### config.mk
export PLATFORM = sky130hd
export DESIGN_NAME = fcmp_unit
export DESIGN_NICKNAME = d
export VERILOG_FILES = /design/src/rtl/fcmp_pkg.sv /design/src/rtl/fcmp_unpack.sv /design/src/rtl/fcmp_relate.sv /design/src/rtl/fcmp_unit.sv
export SDC_FILE = /design/constraint.sdc
export NUM_CORES = 1
export LEC_CHECK = 0
export ABC_AREA = 1
export BUFFER_PORTS_ARGS = -buffer_cell sky130_fd_sc_hd__buf_4
export CAP_MARGIN = 5
export CORE_UTILIZATION = 51
export DETAILED_ROUTE_END_ITERATION = 7
export MAX_ROUTING_LAYER = met4
export PLACE_DENSITY = 0.87
export RECOVER_POWER = 100
export SETUP_SLACK_MARGIN = 0.2
export SLEW_MARGIN = 20
export SYNTH_ARGS = -nofsm -noshare
export SYNTH_HDL_FRONTEND = slang
export SYNTH_SLANG_ARGS = --single-unit
### constraint.sdc
create_clock -name clk -period 7.99 [get_ports clk]
set_input_delay 0.799 -clock clk [delete_from_list [all_inputs] [get_ports clk]]
set_output_delay 0.799 -clock clk [all_outputs]
set_load 0.05 [all_outputs]
### src/rtl/fcmp_pkg.sv
// Package: shared types and constants for the floating-point compare unit.
// Assumes both operands share one format; widths come from format index.
package fcmp_pkg;

    localparam int OPW = 64;
    localparam int MAGW = OPW - 1;
    localparam int NFMT = 3;

    typedef enum logic [1:0] {
        FMT_HALF = 2'd0,
        FMT_SING = 2'd1,
        FMT_DBL  = 2'd2,
        FMT_DBLX = 2'd3
    } fmt_e;

    typedef enum logic [2:0] {
        OP_SCMP_Q = 3'd0,
        OP_SCMP_S = 3'd1,
        OP_L_EQ   = 3'd2,
        OP_L_GE   = 3'd3,
        OP_L_GT   = 3'd4,
        OP_L_AGE  = 3'd5,
        OP_L_AGT  = 3'd6,
        OP_SCMP_X = 3'd7
    } op_e;

    typedef enum logic [1:0] {
        REL_LT = 2'd0,
        REL_EQ = 2'd1,
        REL_GT = 2'd2,
        REL_UN = 2'd3
    } rel_e;

    typedef struct packed {
        logic            sign;
        logic            nan;
        logic            snan;
        logic            zero;
        logic [MAGW-1:0] mag;
    } opnd_t;

    localparam logic [3:0] NZCV_LT = 4'b1000;
    localparam logic [3:0] NZCV_EQ = 4'b0110;
    localparam logic [3:0] NZCV_GT = 4'b0010;
    localparam logic [3:0] NZCV_UN = 4'b0011;

    // exponent width for format index 0 (half), 1 (single), 2 (double)
    function automatic int exp_w(input int f);
        return (f == 0) ? 5 : (f == 1) ? 8 : 11;
    endfunction

    // fraction width for the same format indices
    function automatic int man_w(input int f);
        return (f == 0) ? 10 : (f == 1) ? 23 : 52;
    endfunction

    // condition nibble for a relation
    function automatic logic [3:0] nzcv_of(input rel_e r);
        case (r)
            REL_LT:  return NZCV_LT;
            REL_EQ:  return NZCV_EQ;
            REL_GT:  return NZCV_GT;
            default: return NZCV_UN;
        endcase
    endfunction

    // all-ones fill of the lane width for a format
    function automatic logic [OPW-1:0] lane_fill(input fmt_e f);
        case (f)
            FMT_HALF: return {{(OPW-16){1'b0}}, 16'hFFFF};
            FMT_SING: return {{(OPW-32){1'b0}}, 32'hFFFF_FFFF};
            default:  return {OPW{1'b1}};
        endcase
    endfunction

endpackage

### src/rtl/fcmp_unpack.sv
// Module: splits one operand into sign, NaN class, zero flag and magnitude.
// Assumes the operand is right-aligned; bits above the format are ignored.
// The magnitude is the encoding without its sign bit, which orders like the value.
module fcmp_unpack
    import fcmp_pkg::*;
(
    input  logic [OPW-1:0] raw_i,
    input  fmt_e           fmt_i,
    input  logic           clr_sign_i,
    output opnd_t          opnd_o
);

    opnd_t cand [NFMT];

    // one decoder per supported format
    for (genvar g = 0; g < NFMT; g++) begin : g_fmt
        localparam int EW = exp_w(g);
        localparam int MW = man_w(g);
        localparam int TW = 1 + EW + MW;

        logic [TW-1:0] fld;
        logic          exp_ones;
        logic          man_nz;

        // field extraction and classification for this format
        always_comb begin
            fld            = raw_i[TW-1:0];
            exp_ones       = &fld[TW-2:MW];
            man_nz         = |fld[MW-1:0];
            cand[g].sign   = fld[TW-1] & ~clr_sign_i;
            cand[g].nan    = exp_ones & man_nz;
            cand[g].snan   = exp_ones & man_nz & ~fld[MW-1];
            cand[g].zero   = ~|fld[TW-2:0];
            cand[g].mag    = MAGW'(fld[TW-2:0]);
        end
    end

    // choose the decoder selected by the format field
    always_comb begin
        case (fmt_i)
            FMT_HALF: opnd_o = cand[0];
            FMT_SING: opnd_o = cand[1];
            default:  opnd_o = cand[2];
        endcase
    end

endmodule

### src/rtl/fcmp_relate.sv
// Module: orders two unpacked operands into less, equal, greater or unordered.
// Assumes both operands come from the same format decoder.
module fcmp_relate
    import fcmp_pkg::*;
(
    input  opnd_t a_i,
    input  opnd_t b_i,
    output rel_e  rel_o
);

    logic mag_lt;
    logic mag_eq;

    // unsigned magnitude comparison
    always_comb begin
        mag_lt = a_i.mag < b_i.mag;
        mag_eq = a_i.mag == b_i.mag;
    end

    // relation selection: NaN first, then signed zeros, then sign, then magnitude
    always_comb begin
        if (a_i.nan || b_i.nan) begin
            rel_o = REL_UN;
        end else if (a_i.zero && b_i.zero) begin
            rel_o = REL_EQ;
        end else if (a_i.sign != b_i.sign) begin
            rel_o = a_i.sign ? REL_LT : REL_GT;
        end else if (mag_eq) begin
            rel_o = REL_EQ;
        end else if (a_i.sign) begin
            rel_o = mag_lt ? REL_GT : REL_LT;
        end else begin
            rel_o = mag_lt ? REL_LT : REL_GT;
        end
    end

endmodule

### src/rtl/fcmp_unit.sv
// Module: top of the compare unit. It decodes the operation, compares the
// operands and registers the flags, mask and exception one cycle after a strobe.
// Assumes fmt and op are stable with in_valid; outputs hold between strobes.
module fcmp_unit
    import fcmp_pkg::*;
(
    input  logic           clk,
    input  logic           rst_n,
    input  logic           in_valid,
    input  logic [1:0]     fmt,
    input  logic [2:0]     op,
    input  logic [63:0]    opa,
    input  logic [63:0]    opb,
    output logic           res_valid,
    output logic [3:0]     flags,
    output logic [63:0]    mask,
    output logic           invalid
);

    fmt_e         fmt_s;
    op_e          op_s;
    logic         is_lane;
    logic         is_abs;
    logic         is_quiet;
    opnd_t        ua;
    opnd_t        ub;
    rel_e         rel;
    logic         pred;
    logic [3:0]   flags_d;
    logic [63:0]  mask_d;
    logic         inv_d;

    // operation decode
    always_comb begin
        fmt_s    = fmt_e'(fmt);
        op_s     = op_e'(op);
        is_lane  = (op_s == OP_L_EQ) || (op_s == OP_L_GE) || (op_s == OP_L_GT) ||
                   (op_s == OP_L_AGE) || (op_s == OP_L_AGT);
        is_abs   = (op_s == OP_L_AGE) || (op_s == OP_L_AGT);
        is_quiet = (op_s == OP_SCMP_Q) || (op_s == OP_L_EQ);
    end

    fcmp_unpack u_unp_a (
        .raw_i      (opa),
        .fmt_i      (fmt_s),
        .clr_sign_i (is_abs),
        .opnd_o     (ua)
    );

    fcmp_unpack u_unp_b (
        .raw_i      (opb),
        .fmt_i      (fmt_s),
        .clr_sign_i (is_abs),
        .opnd_o     (ub)
    );

    fcmp_relate u_rel (
        .a_i   (ua),
        .b_i   (ub),
        .rel_o (rel)
    );

    // predicate evaluation for lane operations
    always_comb begin
        case (op_s)
            OP_L_EQ:           pred = (rel == REL_EQ);
            OP_L_GE, OP_L_AGE: pred = (rel == REL_EQ) || (rel == REL_GT);
            OP_L_GT, OP_L_AGT: pred = (rel == REL_GT);
            default:           pred = 1'b0;
        endcase
    end

    // next-state result, mask and exception
    always_comb begin
        flags_d = nzcv_of(rel);
        mask_d  = (is_lane && pred) ? lane_fill(fmt_s) : '0;
        inv_d   = is_quiet ? (ua.snan | ub.snan) : (ua.nan | ub.nan);
    end

    // output register, loaded on the input strobe
    always_ff @(posedge clk) begin
        if (!rst_n) begin
            res_valid <= 1'b0;
            flags     <= '0;
            mask      <= '0;
            invalid   <= 1'b0;
        end else begin
            res_valid <= in_valid;
            if (in_valid) begin
                flags   <= flags_d;
                mask    <= mask_d;
                invalid <= inv_d;
            end
        end
    end

    a_r1_strobe_follow: assert property (@(posedge clk) disable iff (!rst_n)
        in_valid |=> res_valid);

    a_r1_single_pulse: assert property (@(posedge clk) disable iff (!rst_n)
        !in_valid |=> !res_valid);

    a_r1_hold_idle: assert property (@(posedge clk) disable iff (!rst_n)
        !in_valid |=> ($stable(flags) && $stable(mask) && $stable(invalid)));

    a_r3_flag_code: assert property (@(posedge clk) disable iff (!rst_n)
        res_valid |-> (flags == NZCV_LT || flags == NZCV_EQ ||
                       flags == NZCV_GT || flags == NZCV_UN));

    a_r9_unordered_false: assert property (@(posedge clk) disable iff (!rst_n)
        (res_valid && flags == NZCV_UN) |-> (mask == '0));

    a_r6_invalid_needs_nan: assert property (@(posedge clk) disable iff (!rst_n)
        (res_valid && flags != NZCV_UN) |-> !invalid);

    a_r8_mask_shape: assert property (@(posedge clk) disable iff (!rst_n)
        res_valid |-> ($countones(mask) == 0 || $countones(mask) == 16 ||
                       $countones(mask) == 32 || $countones(mask) == 64));

endmodule

==> results.sh <==
export IMPL_status="complete, but fails checks"
export IMPL_violations="max-capacitance violations, max-slew violations"
export IMPL_cts_hold_buf=0
export IMPL_initial_core_util=0.529
export IMPL_yosys_area_top_type="nand2_1"
export IMPL_grt_antenna_before_repair=0
export IMPL_clkLatencyLatePin_ps=230
export IMPL_min_delay_path_class="reg2reg"
export IMPL_p_seq_frac=0.121
export IMPL_syn_avg_cell_area_sq_um=5.42
export IMPL_relSlewSlack=-0.938
export IMPL_cap_viol_max_count=1
export IMPL_endpoint_kind="flop"
export IMPL_crit_arrival_ps=5740
export IMPL_switchingPower_uw=235
export IMPL_wl_per_cell_um=12.7
export IMPL_cell_internal_pwr_uw=201
export IMPL_pwr_share_clk=0.121
export IMPL_synth_area_leaders="nand2_1 (21%), ha_1 (20%), nor2_1 (13%)"
export IMPL_synth_cell_types=31
export IMPL_core_sq_um=8220
export IMPL_grt_max_degree=74
export IMPL_netSwitchingFraction=0.539
export IMPL_drive_gt1_frac=0.171
export IMPL_die_area_sq_um=8890
export IMPL_die_h_um=94.3
export IMPL_port_buffers=205
export IMPL_cts_setup_buffers=0
export IMPL_ant_nets=0
export IMPL_power_density_nw_per_um2=82.7
export IMPL_cp_start_kind="primary input"
export IMPL_cts_max_path_buffers=2
export IMPL_track_usage=0.300
export IMPL_clock_sinks=9
export IMPL_htree_num_levels=1
export IMPL_synth_warnings=0
export IMPL_finalPower_uw=436
export IMPL_cts_root_buffer_cell="clkbuf_8"
export IMPL_leakage_uw=0.00286
export IMPL_grt_pass1_wl_mm=21.0
export IMPL_syn_nets=1005
export IMPL_dr_total_vias=5370
export IMPL_synth_seq_cells=9
export IMPL_drtIter0Drc=292
export IMPL_grt_pass1_vias=4710
export IMPL_rsz0062_at_grt="false"
export IMPL_syn_cell_area_sq_um=4350
export IMPL_fin_worst_skew_ps=0
export IMPL_cts_clk_slew_worst_paths_ps=40
export IMPL_place_congestion=0.998
export IMPL_insertedDiodeCount=0
export IMPL_finalCritPeriodShare=0.698
export IMPL_vias_per_cell=5.15
export IMPL_ff2ff_setup_slack_ps=6750
export IMPL_overflow=0
export IMPL_crit_required_ps=8150
export IMPL_post_cts_resized=0
export IMPL_cts_buffers=3
export IMPL_routed_wl_mm=13.3
export IMPL_synthCells=801
export IMPL_crit_type="in2reg"
export IMPL_slew_viol_final=74
export IMPL_cts_tree="built"
export IMPL_nNetsFinal=1142
export IMPL_grtUsageMet3=0.0324
export IMPL_setup_tns_ps=0
export IMPL_finalSetupViolations=0
export IMPL_dp_hpwl_mm=11.5
export IMPL_post_route_min_period_ps=5580
export IMPL_critical_path_peak_fanout=73
export IMPL_boundaryPins=206
export IMPL_grt_busiest_layer="met2"
export IMPL_ys_seq_area_frac=0.0415
export IMPL_fmax_mhz=179
export IMPL_drt_pass1_iter_count=5
export IMPL_die_w_um=94.3
export IMPL_hold_viol_final=0
export IMPL_grt_met2_usage=0.525
export IMPL_worst_slew_pin_slew_ps=2910
export IMPL_use_met1=0.371
export IMPL_area_growth_pct=21.4
export IMPL_irDropWorstVdd_uv=57.2
export IMPL_power_frac_comb=0.758
export IMPL_fillers=895
export IMPL_drc=0
export IMPL_num_rows=33
export IMPL_synth_top_area_frac=0.207
[power groups by stage]
stage	registers, uW	clock network (uW)	logic (uW)
after floorplan	63.9	0	221
after global placement	54.0	0	340
after detailed placement	54.1	0	341
after CTS	53.5	53.0	343
after global routing	53.9	56.8	365
final	52.9	52.9	331
[cell usage after synthesis (all sizes together)]
cell type and n:
nand4 35, clkinv 1, and2 1, o21a 1, ha 68, a21o 3, nor3 11, nand3 30
o21ai 10, nor4 6, a21oi 38, nand2 244, o21bai 1, inv 97, o211ai 1, xor2 1
nand3b 6, dfxtp 9, clkbuf 10, buf 63, nor4b 1, nor2 164
[metrics by stage]
step	instances	cell area [sq um]	hold slack [ps]	setup WS, ps	utilization
floorplan	801	4350	686	4510	-
global placement	1038	5500	457	3940	0.670
detailed placement	1038	5500	465	3820	0.670
CTS	1042	5550	497	4050	0.675
global route	1042	5280	507	1790	0.642
finish	1042	5280	490	2410	0.642
[critical path, stage by stage]
cell and delay (ps):
clkbuf_1 2010, inv_2 20, nand2_2 420, inv_4 170, nor2_1 130, ha_1 300
a21oi_1 190, nor2_1 50, nor2_1 100, nand2_1 60, a21oi_1 120, nand2_1 60
nand2_1 70, nand2_1 50, nand2_1 60, nand2_1 60, a21oi_1 240, ha_1 230
nand3_1 80, nand3_1 140, nand3_1 80, a21oi_1 230
[cell usage in the layout, fill, tap and decap left out, drive strengths merged]
cell,instances
buf,133
clkbuf,76
inv,97
o21ai,10
o211ai,1
a21o,3
nand4,35
nor4,6
and2,1
nand3,30
nor3,11
ha,68
xor2,1
nand3b,6
dfxtp,9
nor4b,1
a21oi,38
nor2,164
nand2,244
o21a,1
clkinv,1
o21bai,1
[state kept, by name (all words and copies together), names as in the netlist]
register,flops
flags,4
mask,3
invalid,1
res_valid,1
[per-layer routing]
layer,part of all wire,wire length [um]
met1,0.43,5760
met2,0.47,6170
met4,0.016,216
met5,0,0
met3,0.084,1110
[final cells by class]
type	instances	area, sq um	share of cell area
Sequential cell	9	180	0.0341
Inverter	98	372	0.0704
Timing Repair Buffer	205	1270	0.240
Clock buffer	4	45.0	0.00854
Tap cell	105	131	0.0249
Multi-Input combinational cell	621	3280	0.622
[final timing paths]
path                          from                    end  depth (start not counted)
min reg2reg   invalid$_SDFFE_PN0P_   invalid$_SDFFE_PN0P_                          2
max                         fmt[1]  mask[62]$_SDFFE_PN0P_                         22
min           invalid$_SDFFE_PN0P_   invalid$_SDFFE_PN0P_                          2
max reg2reg  mask[62]$_SDFFE_PN0P_  mask[62]$_SDFFE_PN0P_                          2
[cells by family after synthesis]
kind of cell             Yosys count  synth area share
buffers and inverters            171             0.204
AND/OR/NAND/NOR                  498             0.489
adder cells (fa/ha/maj)           68             0.196
flip-flops                         9            0.0415
XOR/XNOR                           1           0.00202
AO/OA/AOI/OAI                     54            0.0674
Note: power is estimated with default switching activity, not from simulation.
